--- src/rtl/rtc_pkg.sv ---
package rtc_pkg;

    localparam int          DW        = 32;
    localparam int          RTC_SRC   = 2;
    localparam int          AERR_SRC  = 1;
    localparam int          CAL_W     = 21;
    localparam int          TICK_W    = 16;
    localparam logic [31:0] CTRL_RST  = 32'h0100_0000;
    localparam logic [31:0] CTRL_RSVD = 32'h70FF_FFFE;

    typedef enum logic [4:0] {
        SEL_NONE,
        SEL_SET_WR, SEL_SET_RD, SEL_CAL_WR, SEL_CAL_RD,
        SEL_TIME, SEL_TICK, SEL_ALARM,
        SEL_ISTAT, SEL_IMASK, SEL_IEN, SEL_IDIS,
        SEL_ESTAT, SEL_EMASK, SEL_EEN, SEL_EDIS,
        SEL_CTRL, SEL_SAFE
    } reg_sel_e;

    typedef struct packed {
        logic        wr;
        logic        rd;
        reg_sel_e    sel;
        logic [31:0] data;
    } bus_req_t;

    function automatic reg_sel_e word_to_sel(input logic [5:0] w);
        case (w)
            6'd0:    return SEL_SET_WR;
            6'd1:    return SEL_SET_RD;
            6'd2:    return SEL_CAL_WR;
            6'd3:    return SEL_CAL_RD;
            6'd4:    return SEL_TIME;
            6'd5:    return SEL_TICK;
            6'd6:    return SEL_ALARM;
            6'd7:    return SEL_ISTAT;
            6'd8:    return SEL_IMASK;
            6'd9:    return SEL_IEN;
            6'd10:   return SEL_IDIS;
            6'd11:   return SEL_ESTAT;
            6'd12:   return SEL_EMASK;
            6'd13:   return SEL_EEN;
            6'd14:   return SEL_EDIS;
            6'd16:   return SEL_CTRL;
            6'd20:   return SEL_SAFE;
            default: return SEL_NONE;
        endcase
    endfunction

    function automatic logic [31:0] ctrl_merge(input logic [31:0] old_v,
                                               input logic [31:0] new_v);
        return (old_v & CTRL_RSVD) | (new_v & ~CTRL_RSVD);
    endfunction

endpackage

--- src/rtl/rtc_addr_dec.sv ---
module rtc_addr_dec
    import rtc_pkg::*;
#(
    parameter int ADDR_W = 8
) (
    input  logic              wr_en,
    input  logic              rd_en,
    input  logic [ADDR_W-1:0] addr,
    input  logic [DW-1:0]     wdata,
    output bus_req_t          req,
    output logic              bad_acc
);
    logic     aligned;
    logic     in_window;
    reg_sel_e sel;

    assign aligned   = (addr[1:0] == 2'b00);
    assign in_window = ((addr >> 8) == '0);
    assign sel       = (aligned && in_window) ? word_to_sel(addr[7:2]) : SEL_NONE;

    always_comb begin
        req.wr   = wr_en;
        req.rd   = rd_en;
        req.sel  = sel;
        req.data = wdata;
    end

    assign bad_acc = (wr_en || rd_en) && (sel == SEL_NONE);
endmodule

--- src/rtl/rtc_irq_ctl.sv ---
module rtc_irq_ctl #(
    parameter int N = 2
) (
    input  logic         clk,
    input  logic         rst,
    input  logic [N-1:0] evt,
    input  logic         clr_wr,
    input  logic         en_wr,
    input  logic         dis_wr,
    input  logic [N-1:0] wd,
    output logic [N-1:0] status,
    output logic [N-1:0] mask,
    output logic         irq
);
    logic [N-1:0] clr_bits;

    assign clr_bits = clr_wr ? wd : '0;

    always_ff @(posedge clk) begin
        if (rst) begin
            status <= '0;
            mask   <= '1;
        end else begin
            status <= (status & ~clr_bits) | evt;
            if (en_wr)
                mask <= mask & ~wd;
            else if (dis_wr)
                mask <= mask | wd;
        end
    end

    assign irq = |(status & ~mask);

    AST_MASK_AFTER_RST: assert property (@(posedge clk) disable iff (rst)
        $past(rst) |-> (mask == {N{1'b1}}));
    AST_MASK_ONLY_CMD: assert property (@(posedge clk) disable iff (rst)
        !(en_wr || dis_wr) |=> (mask == $past(mask)));
    AST_EVT_SETS: assert property (@(posedge clk) disable iff (rst)
        (|evt) |=> ((status & $past(evt)) == $past(evt)));
    AST_NO_SPURIOUS: assert property (@(posedge clk) disable iff (rst)
        1'b1 |=> ((status & ~$past(status) & ~$past(evt)) == '0));
endmodule

--- src/rtl/rtc_store.sv ---
module rtc_store
    import rtc_pkg::*;
(
    input  logic          clk,
    input  logic          rst,
    input  bus_req_t      req,
    output logic [DW-1:0] settime_o,
    output logic [DW-1:0] calib_o,
    output logic [DW-1:0] alarm_o,
    output logic [DW-1:0] ctrl_o,
    output logic [DW-1:0] safety_o
);
    always_ff @(posedge clk) begin
        if (rst) begin
            settime_o <= '0;
            calib_o   <= '0;
            alarm_o   <= '0;
            ctrl_o    <= CTRL_RST;
            safety_o  <= '0;
        end else if (req.wr) begin
            case (req.sel)
                SEL_SET_WR: settime_o <= req.data;
                SEL_CAL_WR: calib_o   <= req.data;
                SEL_ALARM:  alarm_o   <= req.data;
                SEL_CTRL:   ctrl_o    <= ctrl_merge(ctrl_o, req.data);
                SEL_SAFE:   safety_o  <= req.data;
                default: ;
            endcase
        end
    end

    AST_CTRL_RSVD: assert property (@(posedge clk) disable iff (rst)
        (ctrl_o & CTRL_RSVD) == (CTRL_RST & CTRL_RSVD));
endmodule

--- src/rtl/rtc_regbank.sv ---
module rtc_regbank
    import rtc_pkg::*;
#(
    parameter int ADDR_W = 8
) (
    input  logic              clk,
    input  logic              rst,
    input  logic              wr_en,
    input  logic              rd_en,
    input  logic [ADDR_W-1:0] addr,
    input  logic [31:0]       wdata,
    output logic [31:0]       rdata,
    input  logic              evt_tick,
    input  logic              evt_alarm,
    input  logic [31:0]       time_now_i,
    input  logic [15:0]       tick_now_i,
    input  logic [20:0]       calib_now_i,
    input  logic [31:0]       settime_now_i,
    output logic [31:0]       settime_o,
    output logic [31:0]       calib_o,
    output logic [31:0]       alarm_o,
    output logic [31:0]       ctrl_o,
    output logic [31:0]       safety_o,
    output logic              irq_rtc,
    output logic              irq_aerr
);
    bus_req_t            req;
    logic                bad_acc;
    logic [RTC_SRC-1:0]  rtc_stat, rtc_mask;
    logic [AERR_SRC-1:0] err_stat, err_mask;
    logic [DW-1:0]       rd_mux;

    rtc_addr_dec #(.ADDR_W(ADDR_W)) u_dec (
        .wr_en(wr_en), .rd_en(rd_en), .addr(addr), .wdata(wdata),
        .req(req), .bad_acc(bad_acc)
    );

    rtc_irq_ctl #(.N(RTC_SRC)) u_rtc_irq (
        .clk(clk), .rst(rst),
        .evt({evt_alarm, evt_tick}),
        .clr_wr(req.wr && req.sel == SEL_ISTAT),
        .en_wr (req.wr && req.sel == SEL_IEN),
        .dis_wr(req.wr && req.sel == SEL_IDIS),
        .wd(req.data[RTC_SRC-1:0]),
        .status(rtc_stat), .mask(rtc_mask), .irq(irq_rtc)
    );

    rtc_irq_ctl #(.N(AERR_SRC)) u_err_irq (
        .clk(clk), .rst(rst),
        .evt(bad_acc),
        .clr_wr(req.wr && req.sel == SEL_ESTAT),
        .en_wr (req.wr && req.sel == SEL_EEN),
        .dis_wr(req.wr && req.sel == SEL_EDIS),
        .wd(req.data[AERR_SRC-1:0]),
        .status(err_stat), .mask(err_mask), .irq(irq_aerr)
    );

    rtc_store u_store (
        .clk(clk), .rst(rst), .req(req),
        .settime_o(settime_o), .calib_o(calib_o), .alarm_o(alarm_o),
        .ctrl_o(ctrl_o), .safety_o(safety_o)
    );

    always_comb begin
        rd_mux = '0;
        case (req.sel)
            SEL_SET_WR: rd_mux = settime_o;
            SEL_SET_RD: rd_mux = settime_now_i;
            SEL_CAL_WR: rd_mux = calib_o;
            SEL_CAL_RD: rd_mux = DW'(calib_now_i);
            SEL_TIME:   rd_mux = time_now_i;
            SEL_TICK:   rd_mux = DW'(tick_now_i);
            SEL_ALARM:  rd_mux = alarm_o;
            SEL_ISTAT:  rd_mux = DW'(rtc_stat);
            SEL_IMASK:  rd_mux = DW'(rtc_mask);
            SEL_ESTAT:  rd_mux = DW'(err_stat);
            SEL_EMASK:  rd_mux = DW'(err_mask);
            SEL_CTRL:   rd_mux = ctrl_o;
            SEL_SAFE:   rd_mux = safety_o;
            default:    rd_mux = '0;
        endcase
    end

    always_ff @(posedge clk) begin
        if (rst)
            rdata <= '0;
        else if (rd_en)
            rdata <= rd_mux;
    end

    AST_BAD_READ_ZERO: assert property (@(posedge clk) disable iff (rst)
        (rd_en && bad_acc) |=> (rdata == '0));
    AST_RDATA_HOLD: assert property (@(posedge clk) disable iff (rst)
        !rd_en |=> $stable(rdata));
    AST_IRQ_QUIET: assert property (@(posedge clk) disable iff (rst)
        (!evt_tick && !evt_alarm && !wr_en) |=> $stable(irq_rtc));
endmodule

--- config.mk ---
export PLATFORM = sky130hd
export DESIGN_NAME = rtc_regbank
export DESIGN_NICKNAME = d
export VERILOG_FILES = /design/src/rtl/rtc_pkg.sv /design/src/rtl/rtc_addr_dec.sv /design/src/rtl/rtc_irq_ctl.sv /design/src/rtl/rtc_store.sv /design/src/rtl/rtc_regbank.sv
export SDC_FILE = /design/constraint.sdc
export NUM_CORES = 1
export LEC_CHECK = 0
export BUFFER_PORTS_ARGS = -buffer_cell sky130_fd_sc_hd__buf_4
export CORE_MARGIN = 2
export CORE_UTILIZATION = 48
export DETAILED_ROUTE_END_ITERATION = 6
export GPL_TIMING_DRIVEN = 0
export PLACE_DENSITY = 0.77
export SYNTH_ARGS = -nofsm -noshare
export SYNTH_HDL_FRONTEND = slang
export SYNTH_SLANG_ARGS = --single-unit
--- constraint.sdc ---
create_clock -name clk -period 2.9 [get_ports clk]
set_input_delay 0.29 -clock clk [delete_from_list [all_inputs] [get_ports clk]]
set_output_delay 0.29 -clock clk [all_outputs]
set_load 0.01 [all_outputs]
==> run_summary.xml, run 1 <==
<?xml version="1.0" encoding="UTF-8"?>
<metrics>
  <group name="run_status">
    <metric name="status" unit="">finished clean</metric>
  </group>
  <group name="yosys">
    <metric name="yosysSeqAreaShare" unit="">0.425</metric>
    <metric name="synth_top_area_cell" unit="">dfxtp_1</metric>
    <metric name="synth_area_per_cell" unit="sq um">8.09</metric>
    <metric name="yosys_warnings" unit="">0</metric>
    <metric name="synth_largest_type_area_fraction" unit="">0.425</metric>
    <metric name="postSynth.topFlopCell" unit="">dfxtp_1</metric>
    <metric name="synthesis.instances" unit="">1002</metric>
    <metric name="synth_top_cells_by_area" unit="">dfxtp_1 42%, nand2_1 14%, a21oi_1 9.1%</metric>
    <metric name="number_of_enable_type_register_cells_in_the_synthesized_netlist" unit="">0</metric>
    <metric name="netlist-cell-type-count" unit="">56</metric>
    <metric name="async_reset_ff_frac" unit="">0</metric>
    <metric name="syn_area" unit="sq um">8100</metric>
    <metric name="postSynthRegisterBits" unit="">172</metric>
  </group>
  <group name="drt">
    <metric name="wl_per_cell" unit="um">22.0</metric>
    <metric name="route.vias.total" unit="">9312</metric>
    <metric name="ant_nets" unit="">0</metric>
    <metric name="drt_first_iter_violations" unit="">1097</metric>
    <metric name="drt_wl_total" unit="um">35100</metric>
    <metric name="drt_first_pass_iters" unit="">6</metric>
    <metric name="route.detailed.drc" unit="">0</metric>
    <metric name="detail_route.vias_per_cell" unit="">5.85</metric>
  </group>
  <group name="worst_setup_path">
    <metric name="r2r_slack" unit="ns">1.44</metric>
    <metric name="required_time_worst_endpoint" unit="ns">3.21</metric>
    <metric name="timing.critical_path.fanout_max" unit="">11</metric>
    <metric name="worst_ep_arrival_time" unit="ns">3.07</metric>
    <metric name="regToRegEndpoint" unit="">rdata[21]</metric>
    <metric name="critical_path_class" unit="">input pin to flop</metric>
    <metric name="reg2reg_from" unit="">u_store.calib_o[21]</metric>
    <metric name="setup.worst_path.end_class" unit="">flop</metric>
    <metric name="reg2regPathDepth" unit="">4</metric>
    <metric name="crit_path_start_kind" unit="">input pin</metric>
  </group>
  <group name="place">
    <metric name="hpwlAfterDp" unit="um">25400</metric>
    <metric name="pre_cts_ws" unit="ns">-1.12</metric>
    <metric name="post-place-cells" unit="">1560</metric>
    <metric name="routabilityCongestion" unit="">0.927</metric>
    <metric name="placement.io_buffers" unit="">313</metric>
  </group>
  <group name="min_path">
    <metric name="worstHoldPathType" unit="">input pin to flop</metric>
    <metric name="min_from" unit="">evt_alarm</metric>
    <metric name="min_delay_path_depth" unit="">3</metric>
    <metric name="hold_path_end" unit="">u_rtc_irq.status[1]</metric>
  </group>
  <group name="pwr">
    <metric name="ir_drop" unit="mV">0.448</metric>
    <metric name="static-leakage-power" unit="uW">0.00473</metric>
    <metric name="power-per-cell-area" unit="nW/um^2">448</metric>
  </group>
  <group name="floorplan">
    <metric name="core_region_area" unit="sq um">16500</metric>
    <metric name="dieWidth" unit="um">134</metric>
    <metric name="floorplan.die.height" unit="um">134</metric>
    <metric name="total_i_o_pin_count" unit="">341</metric>
    <metric name="die_area" unit="sq um">17900</metric>
    <metric name="rows" unit="">47</metric>
    <metric name="start_util" unit="">0.490</metric>
  </group>
  <group name="cts">
    <metric name="cts-root-to-sink-buffers" unit="">2</metric>
    <metric name="h_tree_depth" unit="">4</metric>
    <metric name="path_clk_slew" unit="ns">0.07</metric>
    <metric name="ctsRootBufferMaster" unit="">clkbuf_16</metric>
    <metric name="cts_made_buffers" unit="">17</metric>
    <metric name="cts.repair_timing.setup_buffer_count" unit="">0</metric>
    <metric name="cts_num_sinks" unit="">172</metric>
    <metric name="worstSkewPairLatency" unit="ns">0.45</metric>
    <metric name="cts_tree" unit="">done</metric>
  </group>
  <group name="timing">
    <metric name="timing_worst_slew_pin_value" unit="ns">1.18</metric>
    <metric name="setup_violations" unit="">0</metric>
    <metric name="minimum_period_implied_by_the_final_worst_setup_slack" unit="ns">2.75</metric>
    <metric name="max_clock_freq" unit="MHz">363</metric>
    <metric name="clock_skew" unit="ns">0.00659</metric>
    <metric name="finalHoldViolations" unit="">0</metric>
    <metric name="rsz_0062_raised_after_global_routing" unit="">false</metric>
    <metric name="worst_slew_margin_rel" unit="">0.212</metric>
    <metric name="final.setup.tns" unit="ns">0</metric>
    <metric name="slew_violations" unit="">0</metric>
    <metric name="final_critical_path_setup_slack" unit="ns">0.146</metric>
    <metric name="period_share" unit="">0.950</metric>
  </group>
  <group name="grt">
    <metric name="grt_max_degree" unit="">18</metric>
    <metric name="grtUsageTotal" unit="">0.379</metric>
    <metric name="global_route.overflow_total" unit="">0</metric>
    <metric name="first_pass_grt_wire_length" unit="um">51200</metric>
    <metric name="first_global_vias" unit="">8655</metric>
    <metric name="grt_antenna_before_repair" unit="">0</metric>
  </group>
  <group name="finish">
    <metric name="area_growth_syn_to_fin" unit="%">40.8</metric>
    <metric name="post_layout_nonfiller_instances" unit="">1591</metric>
    <metric name="drive_above_1_share" unit="">0.311</metric>
    <metric name="number_of_nets_in_the_layout" unit="">1507</metric>
  </group>
  <group name="run">
    <metric name="max-cap-violations" unit="">0</metric>
  </group>
</metrics>
==> registers in the layout (all words and copies together), names as in the netlist <==
register / cells
u_store.calib_o: 32
u_store.safety_o: 32
u_rtc_irq.mask: 2
u_err_irq.mask: 1
u_rtc_irq.status: 2
u_store.alarm_o: 32
u_store.settime_o: 32
u_store.ctrl_o: 6
u_err_irq.status: 1
rdata: 32
==> cell usage in the layout, fill, tap and decap left out, types with 4 or more instances in the layout <==
cell type	n
a211o_1	4
a21boi_0	6
a21oi_1	147
a221oi_1	10
a222oi_1	13
a22o_1	14
a22oi_1	6
a32oi_1	8
buf_2	13
buf_4	342
clkbuf_1	49
clkbuf_16	17
clkbuf_2	4
clkinvlp_4	5
conb_1	26
dfxtp_1	172
inv_1	7
mux2_2	17
mux2i_1	54
mux4_2	5
nand2_1	296
nand2b_1	4
nor2_1	27
nor2b_1	6
nor3_1	10
o21ai_0	19
o21ai_1	7
o22ai_1	4
o2bb2ai_1	10
==> logic make-up after synthesis <==
group / after synthesis / share of synthesized area
other cells: 1 / 0.000463
mux: 76 / 0.104
flops: 172 / 0.425
simple gates: 375 / 0.192
fa+ha+maj: 3 / 0.00463
buf+inv: 109 / 0.0687
compound gates: 266 / 0.205
==> worst max-delay path: stages <==
cell	delay, ns
buf_4	0.17
inv_1	0.14
ha_1	0.53
nor2b_2	0.45
mux2i_1	0.17
o311ai_2	0.40
or3_1	0.32
clkbuf_2	0.43
o21ai_0	0.15
==> final cells by class <==
cell class	instances	area [sq um]
clock inverters	15	136
multi-input cells	746	4220
plain buffers	100	528
repair buffers	313	2350
inverters	7	26.3
flip-flops and latches	172	3440
fillers	1406	5110
well taps	220	275
clock buffers	17	425
diodes	1	2.50
==> metal layers <==
metal | part of all wire | vias up | global-route usage
met5 | 0 | - | 0
met4 | 0.046 | 0 | 0.202
met3 | 0.11 | 128 | 0.0865
met2 | 0.47 | 692 | 0.607
met1 | 0.37 | 4342 | 0.476
li1 | - | 4150 | -
==> cells in the mapped netlist, types with 2 or more instances <==
library cell / n
o21a_1: 2
nor3_1: 12
and3_1: 3
buf_2: 13
mux2i_1: 54
clkbuf_1: 55
buf_1: 2
o2bb2ai_1: 10
nand2_1: 296
a22oi_1: 6
a21boi_0: 6
o21ai_1: 7
or4_1: 2
a21oi_1: 147
nor2b_1: 8
buf_4: 29
a22o_1: 14
and3b_1: 2
a211o_1: 4
and2_1: 3
o32ai_1: 3
ha_1: 3
nor3b_1: 2
nor2_1: 27
nand3_1: 3
dfxtp_1: 172
a32oi_1: 8
o211ai_1: 2
o22ai_1: 4
a21o_1: 3
inv_1: 7
a222oi_1: 13
mux2_2: 17
or3_1: 3
o21ai_0: 19
mux4_2: 5
buf_6: 3
nand2b_1: 4
o221ai_1: 3
a221oi_1: 10
==> what timing repair did <==
| item | 4_1_cts | 5_1_grt |
|---|---|---|
| setup endpoints to repair | 124 | 80 |
| gates resized for setup | 9 | 1 |
| hold buffers | 0 | 0 |
==> worst max path at each step <==
stage                          endpoint  startpoint  cells after the start  slack (ns)
floorplan           u_store.alarm_o[10]     addr[2]                     11        0.39
global placement              rdata[19]     addr[2]                     11       -1.13
detailed placement            rdata[19]     addr[2]                     11       -1.12
CTS                           rdata[19]     addr[2]                     10        0.07
global route        u_store.calib_o[28]     addr[2]                      9        0.08
finish                         rdata[4]     addr[2]                      9        0.15
==> power by group <==
group	switching [uW]	leakage (uW)	internal, uW
logic	291	0.00308	251
clock network	1070	0.000261	1130
registers	4.78	0.00139	2370
total	1370	0.00473	3740
==> per-stage QoR <==
step           hold slack [ns]  instance area [sq um]   util  power (uW)
2_1_floorplan            0.407                   8200      -        2660
3_3_place_gp             0.439                  10800  0.655        2940
3_5_place_dp             0.445                  10800  0.655        2950
4_1_cts                 0.0582                  11400  0.690        5090
5_1_grt                 0.0711                  11400  0.690        5230
6_report                0.0615                  11400  0.691        5110
(Power assumes the default switching activity.)
==> inputs of run 2 (changes only) <==
Settings changed: CORE_MARGIN 2 to 4.
==> run 2 against run 1 <==
Against the previous run: the flow now finishes with violations (DRC); clock power up 8%; via count up 0.49%; combinational power down 0.7%; setup slack worse by 0.065 ns; register-to-register slack better by 0.02 ns; sequential share of layout area down 0.069 points; worst hold slack better by 0.0011 ns; sequential power about the same; non-clock buffer count unchanged; first-iteration DRC count down 7.7%; clock-buffer cell count up 2.
==> run_summary.xml, run 2 (synthesis gave the netlist of run 1 again) <==
<?xml version="1.0" encoding="UTF-8"?>
<metrics>
  <group name="run">
    <metric name="max-cap-violations" unit="">0</metric>
  </group>
  <group name="worst_setup_path">
    <metric name="reg2regPathDepth" unit="">4</metric>
    <metric name="reg2reg_from" unit="">u_store.calib_o[21]</metric>
    <metric name="r2r_slack" unit="ns">1.46</metric>
    <metric name="critical_path_class" unit="">input pin to flop</metric>
    <metric name="worst_ep_arrival_time" unit="ns">3.12</metric>
    <metric name="setup.worst_path.end_class" unit="">flop</metric>
    <metric name="regToRegEndpoint" unit="">rdata[21]</metric>
    <metric name="crit_path_start_kind" unit="">input pin</metric>
    <metric name="timing.critical_path.fanout_max" unit="">11</metric>
    <metric name="required_time_worst_endpoint" unit="ns">3.20</metric>
  </group>
  <group name="timing">
    <metric name="clock_skew" unit="ns">0.00510</metric>
    <metric name="timing_worst_slew_pin_value" unit="ns">1.24</metric>
    <metric name="worst_slew_margin_rel" unit="">0.169</metric>
    <metric name="slew_violations" unit="">0</metric>
    <metric name="finalHoldViolations" unit="">0</metric>
    <metric name="max_clock_freq" unit="MHz">355</metric>
    <metric name="minimum_period_implied_by_the_final_worst_setup_slack" unit="ns">2.82</metric>
    <metric name="period_share" unit="">0.972</metric>
    <metric name="rsz_0062_raised_after_global_routing" unit="">false</metric>
    <metric name="setup_violations" unit="">0</metric>
    <metric name="final_critical_path_setup_slack" unit="ns">0.0804</metric>
  </group>
  <group name="cts">
    <metric name="h_tree_depth" unit="">4</metric>
    <metric name="cts.repair_timing.setup_buffer_count" unit="">0</metric>
    <metric name="ctsRootBufferMaster" unit="">clkbuf_16</metric>
    <metric name="cts_num_sinks" unit="">172</metric>
    <metric name="cts_made_buffers" unit="">17</metric>
    <metric name="cts_tree" unit="">done</metric>
    <metric name="path_clk_slew" unit="ns">0.07</metric>
    <metric name="worstSkewPairLatency" unit="ns">0.44</metric>
    <metric name="cts-root-to-sink-buffers" unit="">2</metric>
  </group>
  <group name="run_status">
    <metric name="status" unit="">complete, but fails checks</metric>
    <metric name="violated_checks" unit="">DRC</metric>
  </group>
  <group name="min_path">
    <metric name="min_from" unit="">evt_alarm</metric>
    <metric name="hold_path_end" unit="">u_rtc_irq.status[1]</metric>
    <metric name="worstHoldPathType" unit="">input pin to flop</metric>
    <metric name="min_delay_path_depth" unit="">3</metric>
  </group>
  <group name="place">
    <metric name="pre_cts_ws" unit="ns">-1.17</metric>
    <metric name="placement.io_buffers" unit="">313</metric>
    <metric name="routabilityCongestion" unit="">0.954</metric>
    <metric name="hpwlAfterDp" unit="um">26200</metric>
  </group>
  <group name="finish">
    <metric name="antenna_cells" unit="">0</metric>
    <metric name="number_of_nets_in_the_layout" unit="">1507</metric>
    <metric name="layout.cells.most_common_list" unit="">342 x buf_4, 296 x nand2_1, 172 x dfxtp_1</metric>
    <metric name="area_growth_syn_to_fin" unit="%">41.2</metric>
    <metric name="nFillCells" unit="">1435</metric>
    <metric name="drive_above_1_share" unit="">0.309</metric>
    <metric name="layout_commonest_cell" unit="">buf_4</metric>
  </group>
  <group name="drt">
    <metric name="wl_per_cell" unit="um">22.3</metric>
    <metric name="drt_wl_total" unit="um">35500</metric>
    <metric name="ant_nets" unit="">0</metric>
    <metric name="route.vias.total" unit="">9358</metric>
    <metric name="drt_first_pass_iters" unit="">7</metric>
    <metric name="route.detailed.drc" unit="">1</metric>
    <metric name="detail_route.vias_per_cell" unit="">5.89</metric>
    <metric name="drt_first_iter_violations" unit="">1013</metric>
  </group>
  <group name="floorplan">
    <metric name="start_util" unit="">0.489</metric>
    <metric name="rows" unit="">47</metric>
    <metric name="floorplan.die.height" unit="um">138</metric>
    <metric name="die_area" unit="sq um">19000</metric>
    <metric name="total_i_o_pin_count" unit="">341</metric>
    <metric name="dieWidth" unit="um">138</metric>
    <metric name="core_region_area" unit="sq um">16600</metric>
  </group>
  <group name="grt">
    <metric name="grt_max_degree" unit="">17</metric>
    <metric name="first_global_vias" unit="">8467</metric>
    <metric name="global_route.overflow_total" unit="">0</metric>
    <metric name="grt_antenna_before_repair" unit="">0</metric>
    <metric name="first_pass_grt_wire_length" unit="um">50400</metric>
    <metric name="grtUsageTotal" unit="">0.357</metric>
  </group>
  <group name="pwr">
    <metric name="static-leakage-power" unit="uW">0.00476</metric>
    <metric name="total_power" unit="uW">5280</metric>
    <metric name="power-per-cell-area" unit="nW/um^2">461</metric>
    <metric name="ir_drop" unit="mV">0.440</metric>
  </group>
</metrics>
run 2: cell count changes in the layout (fill, tap and decap cells not counted), moves of 2 or more:
cell        before  now
inv_6            2    7
clkinv_4         3    1
bufinv_16        0    2
clkbuf_8         0    2
clkinvlp_4       5    2
inv_8            3    0
run 2: layout make-up:
type | instances | area (sq um) | area share
multi-input combinational | 746 | 4210 | 0.368
sequential | 172 | 3440 | 0.301
timing repair buffer | 313 | 2350 | 0.205
buffer | 100 | 528 | 0.0462
clock buffer | 19 | 453 | 0.0396
tap | 220 | 275 | 0.0241
clock inverter | 13 | 150 | 0.0131
inverter | 7 | 26.3 | 0.00230
run 2: how the worst max path moves through the flow:
stage          startpoint             endpoint  slack (ns)  cells after the start
2_1_floorplan     addr[2]  u_store.alarm_o[10]        0.39                     11
3_3_place_gp      addr[2]            rdata[19]       -1.16                     11
3_5_place_dp      addr[2]             rdata[7]       -1.17                     11
4_1_cts           addr[2]             rdata[7]        0.23                      9
5_1_grt           addr[2]             rdata[7]        0.03                      9
6_report          addr[2]             rdata[7]        0.08                      9
run 2: where the power goes:
group          internal [uW]  switching [uW]  leakage (uW)  total, uW
combinational            251             287       0.00308        538
clock                   1330            1030      0.000292       2370
sequential              2370            4.91       0.00139       2370
run 2: critical path, cell delays in order:
cell and delay (ns):
buf_4 0.19, inv_1 0.15, ha_1 0.53, nor2b_2 0.44, mux2i_1 0.14, o311ai_1 0.47
or3_1 0.35, clkbuf_2 0.40, a22oi_1 0.15
run 2: metal layers:
metal	wire [um]	global-route usage	share of wire
met1	13200	0.447	0.37
met2	16400	0.588	0.46
met3	4080	0.0740	0.11
met4	1860	0.174	0.052
met5	0	0	0
run 2: timing repair:
| item | CTS | global route |
|---|---|---|
| hold buffers | 0 | 0 |
| hold endpoints to repair | 0 | 0 |
| gates resized for setup | 8 | 0 |
| endpoints found under the setup margin | 124 | 0 |
run 2: through the flow:
step / cell area [sq um] / utilization / std cells / setup TNS, ns / hold slack (ns)
floorplan: 8200 / - / 1027 / 0 / 0.407
CTS: 11400 / 0.690 / 1590 / 0 / 0.0603
global route: 11400 / 0.690 / 1590 / 0 / 0.0864
global placement: 10800 / 0.653 / 1560 / -107.49 / 0.437
detailed placement: 10800 / 0.653 / 1560 / -107.34 / 0.442
finish: 11400 / 0.690 / 1590 / 0 / 0.0626
